## src/rtl/modTriPkg.sv

```systemverilog
package modTriPkg;

  // Strobes from the control FSM to the datapath registers.
  typedef struct packed {
    logic fireQ;    // flip the minor answer wire
    logic fireP;    // flip the major answer wire
    logic flagErr;  // input changed while an answer was pending
  } ctrlStrobeT;

endpackage

```

## src/rtl/modTriDatapath.sv

```systemverilog
module modTriDatapath
  import modTriPkg::*;
(
  input  logic       clk,
  input  logic       rstN,
  input  logic       evIn,
  input  ctrlStrobeT strobes,
  output logic       toggleSeen,
  output logic       outQ,
  output logic       outP,
  output logic       protoErr
);

  logic lastLevel;
  logic qLevel;
  logic pLevel;
  logic errLatch;

  // An event is any difference from the level held at the previous edge.
  always_comb toggleSeen = evIn ^ lastLevel;

  always_ff @(posedge clk) begin
    if (!rstN) begin
      lastLevel <= evIn;      // reference level taken during reset
      qLevel    <= 1'b0;
      pLevel    <= 1'b0;
      errLatch  <= 1'b0;
    end else begin
      lastLevel <= evIn;      // a discarded early change is still absorbed
      qLevel    <= qLevel ^ strobes.fireQ;
      pLevel    <= pLevel ^ strobes.fireP;
      errLatch  <= errLatch | strobes.flagErr;
    end
  end

  assign outQ     = qLevel;
  assign outP     = pLevel;
  assign protoErr = errLatch;

endmodule

```

## src/rtl/modTriControl.sv

```systemverilog
module modTriControl
  import modTriPkg::*;
#(
  parameter int MOD_COUNT = 3,
  localparam int PHASE_W  = $clog2(MOD_COUNT)
) (
  input  logic       clk,
  input  logic       rstN,
  input  logic       toggleSeen,
  output ctrlStrobeT strobes,
  output logic       pending
);

  localparam logic [PHASE_W-1:0] LAST_PHASE = PHASE_W'(MOD_COUNT - 1);
  localparam logic [PHASE_W-1:0] STEP       = PHASE_W'(1);

  logic [PHASE_W-1:0] phase;
  logic               pendingReg;
  logic               lastHit;

  always_comb begin
    lastHit         = (phase == LAST_PHASE);
    strobes.fireQ   = pendingReg & ~lastHit;
    strobes.fireP   = pendingReg & lastHit;
    strobes.flagErr = pendingReg & toggleSeen;
  end

  always_ff @(posedge clk) begin
    if (!rstN) begin
      phase      <= '0;
      pendingReg <= 1'b0;
    end else if (pendingReg) begin
      // Answer goes out this edge; any new change is discarded as an error.
      pendingReg <= 1'b0;
      phase      <= lastHit ? '0 : phase + STEP;
    end else if (toggleSeen) begin
      pendingReg <= 1'b1;
    end
  end

  assign pending = pendingReg;

endmodule

```

## src/rtl/modTriCounter.sv

```systemverilog
module modTriCounter
  import modTriPkg::*;
#(
  parameter int MOD_COUNT = 3
) (
  input  logic clk,
  input  logic rstN,
  input  logic evIn,
  output logic outQ,
  output logic outP,
  output logic protoErr
);

  ctrlStrobeT strobes;
  logic       toggleSeen;
  logic       pending;

  modTriControl #(.MOD_COUNT(MOD_COUNT)) u_ctrl (
    .clk       (clk),
    .rstN      (rstN),
    .toggleSeen(toggleSeen),
    .strobes   (strobes),
    .pending   (pending)
  );

  modTriDatapath u_data (
    .clk       (clk),
    .rstN      (rstN),
    .evIn      (evIn),
    .strobes   (strobes),
    .toggleSeen(toggleSeen),
    .outQ      (outQ),
    .outP      (outP),
    .protoErr  (protoErr)
  );

endmodule

```

## config.mk

```make
export PLATFORM = sky130hd
export DESIGN_NAME = modTriCounter
export DESIGN_NICKNAME = d
export VERILOG_FILES = /design/src/rtl/modTriPkg.sv /design/src/rtl/modTriDatapath.sv /design/src/rtl/modTriControl.sv /design/src/rtl/modTriCounter.sv
export SDC_FILE = /design/constraint.sdc
export NUM_CORES = 1
export LEC_CHECK = 0
export ABC_AREA = 1
export CAP_MARGIN = 0
export CELL_PAD_IN_SITES_DETAIL_PLACEMENT = 1
export CELL_PAD_IN_SITES_GLOBAL_PLACEMENT = 1
export CORE_AREA = 2 2 39 41
export DETAILED_ROUTE_END_ITERATION = 8
export DIE_AREA = 0 0 41 43
export GPL_TIMING_DRIVEN = 0
export PLACE_DENSITY = 0.5
export SLEW_MARGIN = 25
export SYNTH_ARGS = -nofsm -noshare
export SYNTH_HDL_FRONTEND = slang
export SYNTH_SLANG_ARGS = --single-unit
```

## constraint.sdc

```tcl
create_clock -name clk -period 1.1 [get_ports clk]
set_input_delay 0.22 -clock clk [delete_from_list [all_inputs] [get_ports clk]]
set_output_delay 0.22 -clock clk [all_outputs]
set_load 0.05 [all_outputs]
```

=== Word-level counts from Yosys, hierarchy flattened ===
Cells that the tools add are included.

* Bits in registers: 7
* Input port bits: 3

* Add/subtract/negate cells: 1
* Eq/ne operators: 1
* Mux-type cells: 2
* Bitwise logic cells: 9
* Reductions and logical operators: 1

{| class="wikitable"
|+ Operators with widths
! kind !! count
|-
| $and 1x1->1 || 3
|-
| $xor 1x1->1 || 3
|-
| $add 2x1->2 const B || 1
|-
| $eq 2x2->1 const B || 1
|-
| $mux 2 || 1
|-
| $not 1->1 || 2
|-
| $reduce_or 2->1 || 1
|-
| $mux 1 || 1
|-
| $or 1x1->1 || 1
|}

=== Logic depth before layout (Yosys ltp) ===
Gate-level depths: netlist (run 1).

* Depth in word-level cells: 4
* Gate-level depth with buffers: 5

=== Modules after synthesis ===
A second synthesis (run 1) with hierarchy kept.

* Cell total of the unflattened synthesis: 35
* Area, all modules: 261.5 um^2

{| class="wikitable"
|+ Modules (own cells, without submodules)
! module !! instances !! cells an instance !! area each (um^2) !! sequential area each (um^2)
|-
| modTriDatapath || 1 || 17 || 132.6 || 80.1
|-
| modTriControl || 1 || 18 || 128.9 || 60.1
|}

=== Least setup slack after synthesis (run 1) ===
OpenSTA, ideal clock, no wires.

* Path type: register to register
* Start point: reg u_data.pLevel (netlist: u_data.outP)
* End point: reg u_data.pLevel (netlist: u_data.outP)
* Arrival time: 867 ps
* Required time: 986 ps
* Path slack: 119 ps
* Stages on the path, launching flop included: 4
* Buffers on the path: 0
* Period minus slack after synthesis: 981 ps
* Path through: dfxtp_1 -> nand4_1 -> nand2_1 -> nor2_1

* Longest elaborated chain between the ends: 1

{| class="wikitable"
|+ RTL lines
! what !! RTL line !! RTL
|-
| start: declaration || modTriDatapath.sv:16 || <nowiki>logic pLevel;</nowiki>
|-
| start signal: assignment || modTriDatapath.sv:31 || <nowiki>pLevel <= pLevel ^ strobes.fireP;</nowiki>
|-
| $xor 1x1->1 || modTriDatapath.sv:31 ||
|}

Every way passes these cells.
A chain may end at the register's enable or synchronous reset.

=== Final worst setup path (run 1) ===
* Start point: reg u_data.errLatch (netlist: u_data.protoErr)
* End point: out protoErr

{| class="wikitable"
|+ RTL lines
! what !! RTL line !! RTL
|-
| start: declaration || modTriDatapath.sv:17 || <nowiki>logic errLatch;</nowiki>
|-
| start signal: assignment || modTriDatapath.sv:32 || <nowiki>errLatch <= errLatch | strobes.flagErr;</nowiki>
|-
| end: declaration || modTriCounter.sv:11 || <nowiki>output logic protoErr</nowiki>
|}

No word-level cell between the ends.

==> flow_summary.yaml, run 1 <==
outcome:
  status: "finished, final reports clean"
synthesis:
  syn-mean-instance-area_um2: 7.47
  syn_area_um2: 269
  netlist.top_cell.by_area: "dfxtp_1"
  synth.most_common_cell: "nand2_1"
  synth.yosys.warnings: 0
  synth.ff_latch_count: 7
  ys.flop_type: "dfxtp_1"
  yosys-top-cells-area: "dfxtp_1 52%, nand2_1 15%, a21oi_1 5.6%"
  synth-edff-count: 0
  yosysSeqAreaShare_pct: 52.1
  ys_types: 11
  async_reset_ff_share_pct: 0
  ys_top_cells_by_count: "11 x nand2_1, 7 x dfxtp_1, 4 x nor2_1, 3 x a21oi_1"
  syn_inst: 36
  syn_nets: 39
  synth_top_cell_area_share_pct: 52.1
floorplan:
  coreArea_mm2: 0.00138
  rows: 14
  die_area_mm2: 0.00176
  fp.dieW_um: 41
  boundaryPins: 6
  start_util_pct: 19.4
  die_h_um: 43
clock_network:
  cts_setup_buffers: 0
  cts_tree: "done"
  ctsResizeCount: 17
  insertion_delay_ns: 0.25
  path_clk_slew_ns: 0.05
  clockRootBuffer: "clkbuf_4"
  cts-htree-levels: 1
  numCtsBuffers: 3
  clockBufferDepth: 2
  cts_sinks: 7
  holdBufCountCts: 0
global_route:
  grt_pass1_vias: 268
  antenna_found_initial: 0
  grt_max_degree: 9
  grt_pass1_wl_mm: 1.02
  grtUsageTotal_pct: 8.67
  grt-ovfl-total: 0
critical_path:
  reg2reg_setup_slack_ns: 0.28
  start_kind: "register"
  crit_path_end_kind: "output port"
  reg2regPathDepth: 5
  critical_path_buf_inv_count: 1
  critical_path_peak_fanout: 2
  crit_type: "register to output port"
  max_stage_delay_ns: 0.32
  critical-path-top-delay-family: "flip-flops"
  reg2reg_to: "u_data.outQ"
  r2r-start: "u_ctrl.phase[0]"
  cp.arrival_ns: 0.83
  critical_path.slowest_cell: "dfxtp_1"
  required_ns: 0.88
  cp_cell_sequence: "buf_2"
place:
  hpwl_um: 482
  gp_congestion: 0.673
  placedCellCount: 57
  numPortBuffers: 5
  pre_cts_ws_ns: -0.267
drt:
  routed_wl_um: 598
  avgRoutedWirePerCell_um: 9.80
  vias: 253
  viasPerCell: 4.15
  drtIter0Drc: 0
  ant_nets: 0
  drc: 0
  first_pass_iters: 1
timing:
  drv_slew: 0
  setup_slack_ns: 0.0479
  period_needed_ns: 1.05
  slew_headroom_pct: 83.9
  final.setup_skew_ns: 0.00196
  setup_violations: 0
  hold_violations: 0
  rsz0062_at_grt: "no"
  fmax_ghz: 0.950
  tightestPinTransition_ns: 0.241
  tns_ns: 0
  period_share_pct: 95.6
pwr:
  power.density_mw_per_mm2: 1680
  p_leak_uw: 0.000156
  ir_drop_mv: 0.487
layout:
  diodes: 0
  syn2layout_area_growth_pct: 32.1
  drive_gt1_share_pct: 20.0
  final_nets: 49
  fillers: 172
  final_cells: 61
  postLayoutCoreUtil_pct: 25.7
hold_path:
  min_from: "u_data.protoErr"
  min_to: "u_data.protoErr"
  whs_path_depth: 2
  hold_class: "register to register"
flow_run:
  maxCapViolations: 0
routing by layer:
layer  global-route usage (%)  share of wire, %
met5                        0                 0
met4                     8.00                 0
met3                     1.57               4.5
met2                     13.1                54
met1                     9.45                41
registers in the layout (all words and copies together), names as in the netlist:
name and count:
u_ctrl.pending 1, u_data.lastLevel 1, u_ctrl.phase 2, u_data.protoErr 1, u_data.outP 1, u_data.outQ 1
how the worst max path moves through the flow:
stage               slack (ns)            start  depth (start not counted)     endpoint
finish                    0.05  u_data.protoErr                          1     protoErr
global route             0.004  u_data.protoErr                          1     protoErr
CTS                       0.03  u_data.protoErr                          1     protoErr
detailed placement       -0.27      u_data.outP                          1         outP
global placement         -0.27      u_data.outP                          1         outP
floorplan                 0.12      u_data.outP                          3  u_data.outP
final cells by class:
type / instances / area [µm²] / share of cell area (%)
buffer: 1 / 7.51 / 2.11
clock buffer: 4 / 26.3 / 7.39
inverter: 4 / 15.0 / 4.23
multi-input combinational: 24 / 106 / 29.9
sequential: 7 / 140 / 39.4
tap: 16 / 20.0 / 5.63
timing repair buffer: 5 / 40.0 / 11.3
cells in the final DEF, fill, tap and decap left out:
master	instances
nand3_1	2
buf_2	1
nand4_1	2
inv_1	2
clkbuf_4	3
nor2_2	1
a21oi_1	3
clkinv_1	2
buf_4	3
clkdlybuf4s50_1	2
nor2_1	4
nand2_2	1
nand2_1	11
clkbuf_1	1
dfxtp_1	7
cell families after synthesis:
group / Yosys count / share of synthesized area [%]
simple gates: 21 / 34.0
buf+inv: 5 / 8.38
flops: 7 / 52.1
compound gates: 3 / 5.58
per-stage QoR:
stage / power [µW] / hold WS, ns / cell area (µm²)
floorplan: 338 / 0.248 / 269
global placement: 365 / 0.431 / 339
detailed placement: 370 / 0.438 / 339
CTS: 611 / 0.445 / 355
global route: 627 / 0.476 / 355
finish: 597 / 0.442 / 355
report_power, final:
group	switching, µW	internal (µW)
registers	10.4	270
clock network	98.9	139
logic	51.5	28.0
Power figures use the tool's default switching activity.
==> run 2: changes to the inputs <==
--- a/config.mk
+++ b/config.mk
@@ -10,6 +10,7 @@
 export CELL_PAD_IN_SITES_DETAIL_PLACEMENT = 1
 export CELL_PAD_IN_SITES_GLOBAL_PLACEMENT = 1
 export CORE_AREA = 2 2 39 41
+export CTS_BUF_LIST = sky130_fd_sc_hd__clkbuf_8 sky130_fd_sc_hd__clkbuf_16
 export DETAILED_ROUTE_END_ITERATION = 8
 export DIE_AREA = 0 0 41 43
 export GPL_TIMING_DRIVEN = 0
==> run 2 against run 1 <==
Sequential share of layout area fell by 1.7 points. Final area is 4.6% higher. Register-to-register slack about the same. Critical endpoint is now outQ.
==> flow_summary.yaml, run 2 (same netlist as run 1, synthesis figures left out) <==
outcome:
  status: "finished, final reports clean"
drt:
  routed_wl_um: 625
  drtIter0Drc: 1
  vias: 264
  viasPerCell: 4.33
  first_pass_iters: 2
  ant_nets: 0
  drc: 0
  avgRoutedWirePerCell_um: 10.2
critical_path:
  critical_path.slowest_cell: "dfxtp_1"
  start_kind: "register"
  reg2reg_setup_slack_ns: 0.28
  required_ns: 0.88
  crit_path_end_kind: "output port"
  cp.arrival_ns: 0.85
  max_stage_delay_ns: 0.34
  cp_cell_sequence: "buf_2"
  reg2regPathDepth: 5
  critical_path_peak_fanout: 3
  critical-path-top-delay-family: "flip-flops"
  r2r-start: "u_ctrl.phase[0]"
  crit_type: "register to output port"
  reg2reg_to: "u_data.outQ"
  critical_path_buf_inv_count: 1
timing:
  final.setup_skew_ns: 0.000885
  rsz0062_at_grt: "no"
  slew_headroom_pct: 84.1
  setup_violations: 0
  timing.hold.ws_ns: 0.440
  tightestPinTransition_ns: 0.237
  fmax_ghz: 0.937
  period_needed_ns: 1.07
  hold_violations: 0
  period_share_pct: 97.1
  drv_slew: 0
hold_path:
  min_from: "u_data.protoErr"
  hold_class: "register to register"
  min_to: "u_data.protoErr"
  whs_path_depth: 2
floorplan:
  die_h_um: 43
  coreArea_mm2: 0.00138
  start_util_pct: 19.4
  rows: 14
  fp.dieW_um: 41
  boundaryPins: 6
  die_area_mm2: 0.00176
pwr:
  ir_drop_mv: 0.587
  power.density_mw_per_mm2: 1940
  p_leak_uw: 0.000167
layout:
  diodes: 0
  fillers: 169
  largest_reg_flops: 2
  final_common_cell: "nand2_1"
  drive_gt1_share_pct: 20.0
  layout_common_cells: "11 x nand2_1, 7 x dfxtp_1, 4 x nor2_1"
  postLayoutCoreUtil_pct: 26.9
  syn2layout_area_growth_pct: 38.1
  regMostFlops: "u_ctrl.phase"
  final_nets: 49
clock_network:
  path_clk_slew_ns: 0.04
  clockRootBuffer: "clkbuf_8"
  numCtsBuffers: 3
  insertion_delay_ns: 0.23
  cts_setup_buffers: 0
  cts_tree: "done"
  cts-htree-levels: 1
  cts_sinks: 7
  clockBufferDepth: 2
flow_run:
  maxCapViolations: 0
global_route:
  grt-ovfl-total: 0
  antenna_found_initial: 0
  grt_pass1_wl_mm: 1.04
  grtUsageTotal_pct: 9.78
  grt_max_degree: 9
  grt_pass1_vias: 271
place:
  gp_congestion: 0.673
  hpwl_um: 482
  numPortBuffers: 5
## run 2: changes by cell type in the layout (fill, tap and decap cells not counted)
cell	change
buf_2	+1
buf_4	-2
clkbuf_1	-1
clkbuf_4	-2
clkbuf_8	+3
inv_1	+1
## run 2: routing by layer
metal | GRT usage, % | share of wire [%] | vias to the layer above
met5 | 0 | 0 | -
met4 | 14.0 | 7.4 | 0
met3 | 3.14 | 5.9 | 5
met2 | 12.8 | 48 | 7
met1 | 9.45 | 39 | 120
li1 | - | - | 132
## run 2: through the flow
stage / power [µW] / TNS [ns] / cell area, µm² / setup WS [ns] / instances
CTS: 736 / 0 / 369 / 0.0198 / 61
finish: 721 / 0 / 372 / 0.0323 / 61
global placement: 365 / -0.748 / 339 / -0.269 / 57
global route: 749 / 0 / 372 / 0.0150 / 61
floorplan: 338 / 0 / 269 / 0.119 / 36
detailed placement: 370 / -0.802 / 339 / -0.267 / 57
## run 2: how the worst max path moves through the flow
stage	start	to	cells after the start
after CTS	u_data.outP	outP	1
final	u_data.outQ	outQ	1
after global routing	u_data.outQ	outQ	1
after detailed placement	u_data.outP	outP	1
after floorplan	u_data.outP	u_data.outP	3
after global placement	u_data.outP	outP	1
## run 2: area by class of cell
class	instances	area, µm²	share of cell area, %
buffer	1	7.51	2.02
multi-input combinational	24	106	28.6
tap	16	20.0	5.39
clock buffer	3	41.3	11.1
clock inverter	1	3.75	1.01
timing repair buffer	5	37.5	10.1
inverter	4	15.0	4.04
sequential	7	140	37.7
## run 2: repair_timing
action | 4_1_cts | 5_1_grt
resized for setup | 15 | 1
hold buffers | 0 | 0
endpoints found under the setup margin | 3 | 1
## run 2: power by group
part           total [µW]  switching (µW)  internal [µW]
combinational        77.8            51.6           26.2
sequential            281            9.98            271
clock                 362             121            242
total                 721             182            539
==> run 3: changes to the inputs <==
--- a/config.mk
+++ b/config.mk
@@ -13,6 +13,7 @@
 export CTS_BUF_LIST = sky130_fd_sc_hd__clkbuf_8 sky130_fd_sc_hd__clkbuf_16
 export DETAILED_ROUTE_END_ITERATION = 8
 export DIE_AREA = 0 0 41 43
+export GPL_ROUTABILITY_DRIVEN = 0
 export GPL_TIMING_DRIVEN = 0
 export PLACE_DENSITY = 0.5
 export SLEW_MARGIN = 25
==> constraint.sdc (replaced) <==
create_clock -name clk -period 1.37 [get_ports clk]
set_input_delay 0.274 -clock clk [delete_from_list [all_inputs] [get_ports clk]]
set_output_delay 0.274 -clock clk [all_outputs]
set_load 0.05 [all_outputs]
==> run 3 against run 2 <==
Register-to-register slack improved by 0.27 ns. Core utilization rose by 1.1 points. Clock power fell by 20%. Worst hold slack improved by 0.0026 ns. Routed wire length fell by 0.16%. Clock skew barely moved. Largest power group unchanged. Highest routed layer unchanged.
==> flow_summary.yaml, run 3 (same netlist as run 1, synthesis figures left out) <==
timing:
  fmax_ghz: 0.757
  hold_violations: 0
  rsz0062_at_grt: "no"
  tns_ns: 0
  drv_slew: 0
  tightestPinTransition_ns: 0.480
  setup_violations: 0
  final.setup_skew_ns: 0.000887
  slew_headroom_pct: 68.1
  period_share_pct: 96.5
  setup_slack_ns: 0.0484
  period_needed_ns: 1.32
drt:
  drc: 0
  first_pass_iters: 2
  routed_wl_um: 624
  avgRoutedWirePerCell_um: 10.2
  drtIter0Drc: 1
  vias: 264
  viasPerCell: 4.33
  ant_nets: 0
place:
  numPortBuffers: 5
  pre_cts_ws_ns: -0.0513
  hpwl_um: 482
critical_path:
  critical_path_peak_fanout: 2
  required_ns: 1.10
  cp.arrival_ns: 1.05
  critical_path_buf_inv_count: 1
  max_stage_delay_ns: 0.49
  critical-path-top-delay-family: "buffers and inverters"
  critical_path.slowest_cell: "clkdlybuf4s15_1"
  cp_cell_sequence: "clkdlybuf4s15_1"
  crit_type: "register to output port"
  start_kind: "register"
  reg2reg_setup_slack_ns: 0.55
  crit_path_end_kind: "output port"
global_route:
  grt-ovfl-total: 0
  antenna_found_initial: 0
  grtUsageTotal_pct: 9.78
  grt_max_degree: 9
  grt_pass1_wl_mm: 1.04
  grt_pass1_vias: 271
clock_network:
  cts-htree-levels: 1
  clockBufferDepth: 2
  clockRootBuffer: "clkbuf_8"
  cts_setup_buffers: 0
  ctsResizeCount: 7
  numCtsBuffers: 3
  holdBufCountCts: 0
  insertion_delay_ns: 0.23
  cts_tree: "done"
  path_clk_slew_ns: 0.04
  cts_sinks: 7
floorplan:
  start_util_pct: 19.4
  coreArea_mm2: 0.00138
  boundaryPins: 6
  rows: 14
  fp.dieW_um: 41
  die_area_mm2: 0.00176
  die_h_um: 43
pwr:
  p_sw_share_pct: 25.2
  p_comb_share_pct: 11.2
  share_seq_of_total_power_pct: 38.8
  ir_drop_mv: 0.486
  clock_power_share_pct: 50.0
  power.density_mw_per_mm2: 1500
  power_switching_uw: 146
  internal_power_uw: 435
  p_leak_uw: 0.000164
layout:
  final_common_cell: "nand2_1"
  diodes: 0
  drive_gt1_share_pct: 17.8
  largest_reg_flops: 2
  multi_input_area_um2: 106
  regMostFlops: "u_ctrl.phase"
  fillers: 168
  regArea_um2: 140
  postLayoutCoreUtil_pct: 27.9
  layout_common_cells: "11 x nand2_1, 7 x dfxtp_1, 4 x nor2_1"
  final_nets: 49
  syn2layout_area_growth_pct: 43.7
flow_run:
  maxCapViolations: 0
hold_path:
  hold_class: "register to register"
outcome:
  status: "finished, final reports clean"
run 3: path summary, 6_finish.rpt:
check                                     start               to  depth (start not counted)
worst min-delay path            u_data.protoErr  u_data.protoErr                          2
worst max register to register  u_ctrl.phase[0]      u_data.outQ                          5
worst max-delay path            u_data.protoErr         protoErr                          1
worst min register to register  u_data.protoErr  u_data.protoErr                          2
run 3: metal layers:
metal / up-vias / routed length, µm / track usage [%]
met5: - / 0 / 0
met4: 0 / 46 / 14.0
met3: 5 / 38 / 3.14
met2: 7 / 298 / 13.1
met1: 120 / 241 / 9.12
li1: 132 / - / -
run 3: stage by stage:
step                power [µW]  std cells  instance area, µm²  hold WS (ns)
global placement           293         57                 339         0.431
floorplan                  271         36                 269         0.302
CTS                        593         61                 385         0.443
global route               604         61                 387         0.477
finish                     582         61                 387         0.443
detailed placement         297         57                 339         0.438
run 3: power by group through the flow:
stage	clock network, µW	registers, µW	logic (µW)
after floorplan	0	245	25.9
after global placement	0	228	65.0
after detailed placement	0	229	68.1
after CTS	301	226	66.0
after global routing	305	227	71.8
final	291	226	65.1
run 3: cell type report:
cell class,count,area share [%]
Timing Repair Buffer,5,13.6
Inverter,4,3.88
Clock inverter,1,0.971
Multi-Input combinational cell,24,27.5
Tap cell,16,5.18
Buffer,1,1.94
Sequential cell,7,36.2
Clock buffer,3,10.7
run 3: tightest hold or removal path, cell delays in order (launching register included):
cell and delay (ns):
dfxtp_1 0.30, nand2_1 0.05, nand2_1 0.04
